File: src/rtl/colseq_pkg.sv
package colseq_pkg;

    typedef enum logic {
        ST_IDLE  = 1'b0,
        ST_BURST = 1'b1
    } seq_state_t;

    // log2 of the burst length; code 0 falls back to two beats
    function automatic logic [1:0] len_log(input logic [1:0] code);
        return (code == 2'b00) ? 2'b01 : code;
    endfunction

endpackage

File: src/rtl/colseq_beat_ctr.sv
module colseq_beat_ctr #(
    parameter int MAX_BL = 8,
    localparam int IDX_W = $clog2(MAX_BL),
    localparam int LOG_W = $clog2(IDX_W + 1)
) (
    input  logic             clk,
    input  logic             rst_n,
    input  logic             clear,
    input  logic             advance,
    input  logic [LOG_W-1:0] len_log,
    output logic [IDX_W-1:0] idx,
    output logic             last
);
    logic [IDX_W-1:0] top_idx;

    always_ff @(posedge clk) begin
        if (!rst_n)       idx <= '0;
        else if (clear)   idx <= '0;
        else if (advance) idx <= idx + 1'b1;
    end

    always_comb begin
        top_idx = IDX_W'((1 << len_log) - 1);
        last    = (idx == top_idx);
    end
endmodule

File: src/rtl/colseq_window.sv
module colseq_window #(
    parameter int COL_W  = 9,
    parameter int MAX_BL = 8,
    localparam int IDX_W = $clog2(MAX_BL),
    localparam int LOG_W = $clog2(IDX_W + 1)
) (
    input  logic [COL_W-1:0] base,
    input  logic [IDX_W-1:0] idx,
    input  logic [LOG_W-1:0] len_log,
    input  logic             interleave,
    output logic [COL_W-1:0] col
);
    logic [COL_W-1:0] mask;
    logic [COL_W-1:0] step;
    logic [COL_W-1:0] low;

    always_comb begin
        mask = COL_W'((1 << len_log) - 1);
        step = COL_W'(idx);
        low  = interleave ? (base ^ step) : (base + step);
        col  = (base & ~mask) | (low & mask);
    end
endmodule

File: src/rtl/burst_col_seq.sv
module burst_col_seq
    import colseq_pkg::*;
#(
    parameter int COL_W  = 9,
    parameter int MAX_BL = 8,
    localparam int IDX_W = $clog2(MAX_BL),
    localparam int LOG_W = $clog2(IDX_W + 1)
) (
    input  logic             clk,
    input  logic             rst_n,
    input  logic             start,
    input  logic [COL_W-1:0] start_col,
    input  logic [1:0]       len_sel,
    input  logic             interleave,
    input  logic             stop,
    output logic             beat_valid,
    output logic [COL_W-1:0] beat_col,
    output logic             beat_last
);
    seq_state_t       state, state_nx;
    logic [COL_W-1:0] base_q;
    logic [LOG_W-1:0] log_q;
    logic             inter_q;
    logic [IDX_W-1:0] idx;
    logic             idx_last;
    logic [COL_W-1:0] win_col;
    logic             advance;

    // Next-state decision: LAUNCH, RELAUNCH, STEP, DRAIN, HALT
    always_comb begin
        state_nx = state;
        unique case (state)
            ST_IDLE:  if (start) state_nx = ST_BURST;
            ST_BURST: begin
                if (start)         state_nx = ST_BURST;
                else if (stop)     state_nx = ST_IDLE;
                else if (idx_last) state_nx = ST_IDLE;
                else               state_nx = ST_BURST;
            end
            default:  state_nx = ST_IDLE;
        endcase
    end

    always_ff @(posedge clk) begin
        if (!rst_n) state <= ST_IDLE;
        else        state <= state_nx;
    end

    always_ff @(posedge clk) begin
        if (!rst_n) begin
            base_q  <= '0;
            log_q   <= LOG_W'(1);
            inter_q <= 1'b0;
        end else if (start) begin
            base_q  <= start_col;
            log_q   <= LOG_W'(len_log(len_sel));
            inter_q <= interleave;
        end
    end

    assign advance = (state == ST_BURST) && !start && !stop && !idx_last;

    colseq_beat_ctr #(.MAX_BL(MAX_BL)) u_ctr (
        .clk     (clk),
        .rst_n   (rst_n),
        .clear   (start),
        .advance (advance),
        .len_log (log_q),
        .idx     (idx),
        .last    (idx_last)
    );

    colseq_window #(.COL_W(COL_W), .MAX_BL(MAX_BL)) u_win (
        .base       (base_q),
        .idx        (idx),
        .len_log    (log_q),
        .interleave (inter_q),
        .col        (win_col)
    );

    // Output decode from the state register
    always_comb begin
        beat_valid = 1'b0;
        beat_col   = '0;
        beat_last  = 1'b0;
        unique case (state)
            ST_IDLE:  ;
            ST_BURST: begin
                beat_valid = 1'b1;
                beat_col   = win_col;
                beat_last  = idx_last;
            end
            default:  ;
        endcase
    end
endmodule

File: config.mk
export PLATFORM = sky130hd
export DESIGN_NAME = burst_col_seq
export DESIGN_NICKNAME = d
export VERILOG_FILES = /design/src/rtl/colseq_pkg.sv /design/src/rtl/colseq_beat_ctr.sv /design/src/rtl/colseq_window.sv /design/src/rtl/burst_col_seq.sv
export SDC_FILE = /design/constraint.sdc
export NUM_CORES = 1
export LEC_CHECK = 0
export ABC_AREA = 1
export BUFFER_PORTS_ARGS = -buffer_cell sky130_fd_sc_hd__buf_4
export CAP_MARGIN = 30
export CORE_AREA = 2 2 51 53
export DETAILED_ROUTE_END_ITERATION = 6
export DIE_AREA = 0 0 53 55
export RECOVER_POWER = 50
export SETUP_SLACK_MARGIN = 0.05
export SYNTH_ARGS = -nofsm -noshare
export SYNTH_HDL_FRONTEND = slang
export SYNTH_SLANG_ARGS = --single-unit
File: constraint.sdc
create_clock -name clk -period 1.45 [get_ports clk]
set_input_delay 0.0725 -clock clk [delete_from_list [all_inputs] [get_ports clk]]
set_output_delay 0.0725 -clock clk [all_outputs]
set_load 0.02 [all_outputs]
==> reports/results.tsv <==
stage	metric	value	unit
outcome	outcome	complete, but fails checks	
outcome	failed_checks	setup timing	
clock_network	worst_skew_pair.late_latency	0.29	ns
sta	fin_worst_skew	0.00200	ns
placement	placed_area	0.00127	mm^2
routing	wl_met1	1020	um
layout	final_util	0.625	
clock_network	cts_tree	done	
die	rows	18	
clock_network	clk_pin_slew	0.10	ns
die	die_x	53	um
sta	finalCriticalPeriod	1.88	ns
die	io_pins	27	
die	start_util	0.378	
critical_path	worstPathArrival	1.80	ns
clock_network	cts_buffers	3	
synth	syn-num-nets	145	
synth	synth_ff_type	dfxtp_1	
global_route	grt_pass1_vias	897	
synth	synth_commonest_cells	nand2_1, inv_1, dfxtp_1, o21ai_0	
synth	syn-instance-count	123	
routing	final_antenna_net_count	0	
sta	setup_viol	8	
critical_path	critPathKind	reg2out	
sta	hold_ws	0.0195	ns
power_and_ir_drop	leakagePower	0.690	nW
routing	vias	967	
die	core	0.00236	mm^2
layout	ff_latch_area	333	um^2
layout	drive_above_1_share	0.429	
routing	wl_per_cell	11.5	um
clock_network	cts_max_path_buffers	2	
layout	num-nets-final	198	
routing	wl_met2	1220	um
layout	area_growth	65.4	%
hold_path	hold_class	in2reg	
power_and_ir_drop	peakVddDrop	0.640	mV
routing	drc	0	
placement	place_congestion	0.776	
global_route	overflow	0	
synth	yosys.area.top_type	dfxtp_1	
sta	relSlewSlack	0.731	
sta	finalMaxSlewViolations	0	
clock_network	clock_sinks	16	
synth	synth.cell_area	893	um^2
sta	hold_viol	0	
synth	ys_warn_count	0	
clock_network	h-tree-depth	1	
synth	synth_edf_count	0	
routing	drt-total-wl	2370	um
sta	rsz0062_at_grt	true	
layout	antenna_cells	0	
layout	multiInputGateArea	554	um^2
global_route	grt_max_degree	12	
global_route	grt_use_total	0.184	
critical_path	endpoint_kind	output pin	
synth	yosys-top-cells-area	dfxtp_1, nand2_1, inv_1	
sta	post-route-period-util	1.29	
global_route	grt_pass1_wl	3850	um
job	drv_cap	0	
layout	design_area	0.00148	mm^2
power_and_ir_drop	powerDensity	696	mW/mm^2
critical_path	critPathLaunchType	register	
placement	place_ws	-0.187	ns
routing	drt-pass1-iter-count	4	
placement	io_buffers	26	
synth	ys_seq_elements	16	
synth	avgSynthCellArea	7.26	um^2
critical_path	cp_max_fo	3	
synth	synth_top_area_share	0.359	
clock_network	root_buffer	clkbuf_4	
routing	routed-wl-met3	94	um
synth	seq_area_frac_synth	0.359	
global_route	antenna_found_initial	0	
synth	synth.distinct_cells	25	
placement	dp.final_hpwl	1700	um
die	die_y	55	um
critical_path	required	1.38	ns
routing	routed.top_layer	met4	
die	dieArea	0.00292	mm^2
layout	fillers	224	
synth	async_flop_share	0	
sta	fmax	533	MHz
routing	vias_per_cell	4.72	
sta	setup_ws	-0.426	ns
routing	drt_iter0_drc	8	
sta	worst-slew-pin-transition	0.403	ns
synth	synth.most_common_cell	nand2_1	
## where the power goes
| part | total, W | switching (W) | internal [W] |
|---|---|---|---|
| Combinational | 0.000251 | 0.000123 | 0.000128 |
| Sequential | 0.000475 | 0.0000161 | 0.000458 |
| Clock | 0.000303 | 0.000150 | 0.000153 |
## final timing paths
path         slack (ns)       start           end  depth (start not counted)
max               -0.43   base_q[0]   beat_col[8]                          8
max reg2reg       -0.16    log_q[1]  u_ctr.idx[0]                         12
min reg2reg        0.51   base_q[4]     base_q[4]                          2
min                0.02  len_sel[0]      log_q[0]                          2
## critical path, cell delays in order (launching register included)
cell,delay (ns)
dfxtp_2,0.36
ha_4,0.13
inv_2,0.03
fa_2,0.34
o21bai_1,0.16
nand3_2,0.13
o21ai_2,0.18
a21oi_4,0.04
buf_6,0.13
## per-stage QoR
stage	setup TNS (ns)	std cells	power, W
floorplan	-0.0283	123	0.000599
global placement	-0.282	189	0.000691
detailed placement	-0.380	189	0.000697
CTS	-1.80	206	0.00104
global route	-2.74	205	0.00108
finish	-1.91	205	0.00103
## registers in the layout, summed over array words and instances, names as in the netlist
name / count
base_q: 9
state: 1
inter_q: 1
log_q: 2
u_ctr.idx: 3
## repair_timing
| item | CTS | global route |
|---|---|---|
| resized for setup | 12 | 9 |
| setup endpoints to repair | 8 | 9 |
| buffers inserted | 3 | 0 |
| endpoints found under the hold margin | 10 | 0 |
| hold buffers | 10 | 0 |
| pin swaps | 9 | 1 |
## cell usage in the layout, fill, tap and decap left out, types with 2 or more instances in the layout
cell type	count
a21oi_1	2
a21oi_2	4
a22o_1	4
buf_4	32
buf_6	6
clkbuf_4	4
dfxtp_1	12
dfxtp_4	3
dlygate4sd3_1	10
ha_1	3
ha_4	2
inv_1	22
inv_2	3
nand2_1	25
nand2_2	6
nand3_1	4
nor2_1	2
nor2_4	2
nor3_1	2
o21ai_0	6
o21ai_1	2
o21ai_2	3
## metal layers
| metal | vias up | global-route usage |
|---|---|---|
| met3 | 5 | 0.0242 |
| met5 | - | 0 |
| met2 | 23 | 0.342 |
| met4 | 0 | 0.0769 |
| met1 | 444 | 0.214 |
| li1 | 495 | - |
## final cells by class
type,instances,area share
Tap cell,30,0.0254
Inverter,26,0.0660
Multi-Input combinational cell,79,0.375
Clock buffer,4,0.0246
Sequential cell,16,0.225
Timing Repair Buffer,50,0.284
## logic make-up (layout without fill, tap and decap cells)
| kind of cell | Yosys count | in the layout | share of synthesized area |
|---|---|---|---|
| AND/OR/NAND/NOR | 46 | 46 | 0.227 |
| buffers and inverters | 28 | 80 | 0.123 |
| AO/OA/AOI/OAI | 26 | 26 | 0.189 |
| flip-flops | 16 | 16 | 0.359 |
| adder cells (fa/ha/maj) | 6 | 6 | 0.0924 |
| XOR/XNOR | 1 | 1 | 0.00981 |
Power figures use the tool's default switching activity.
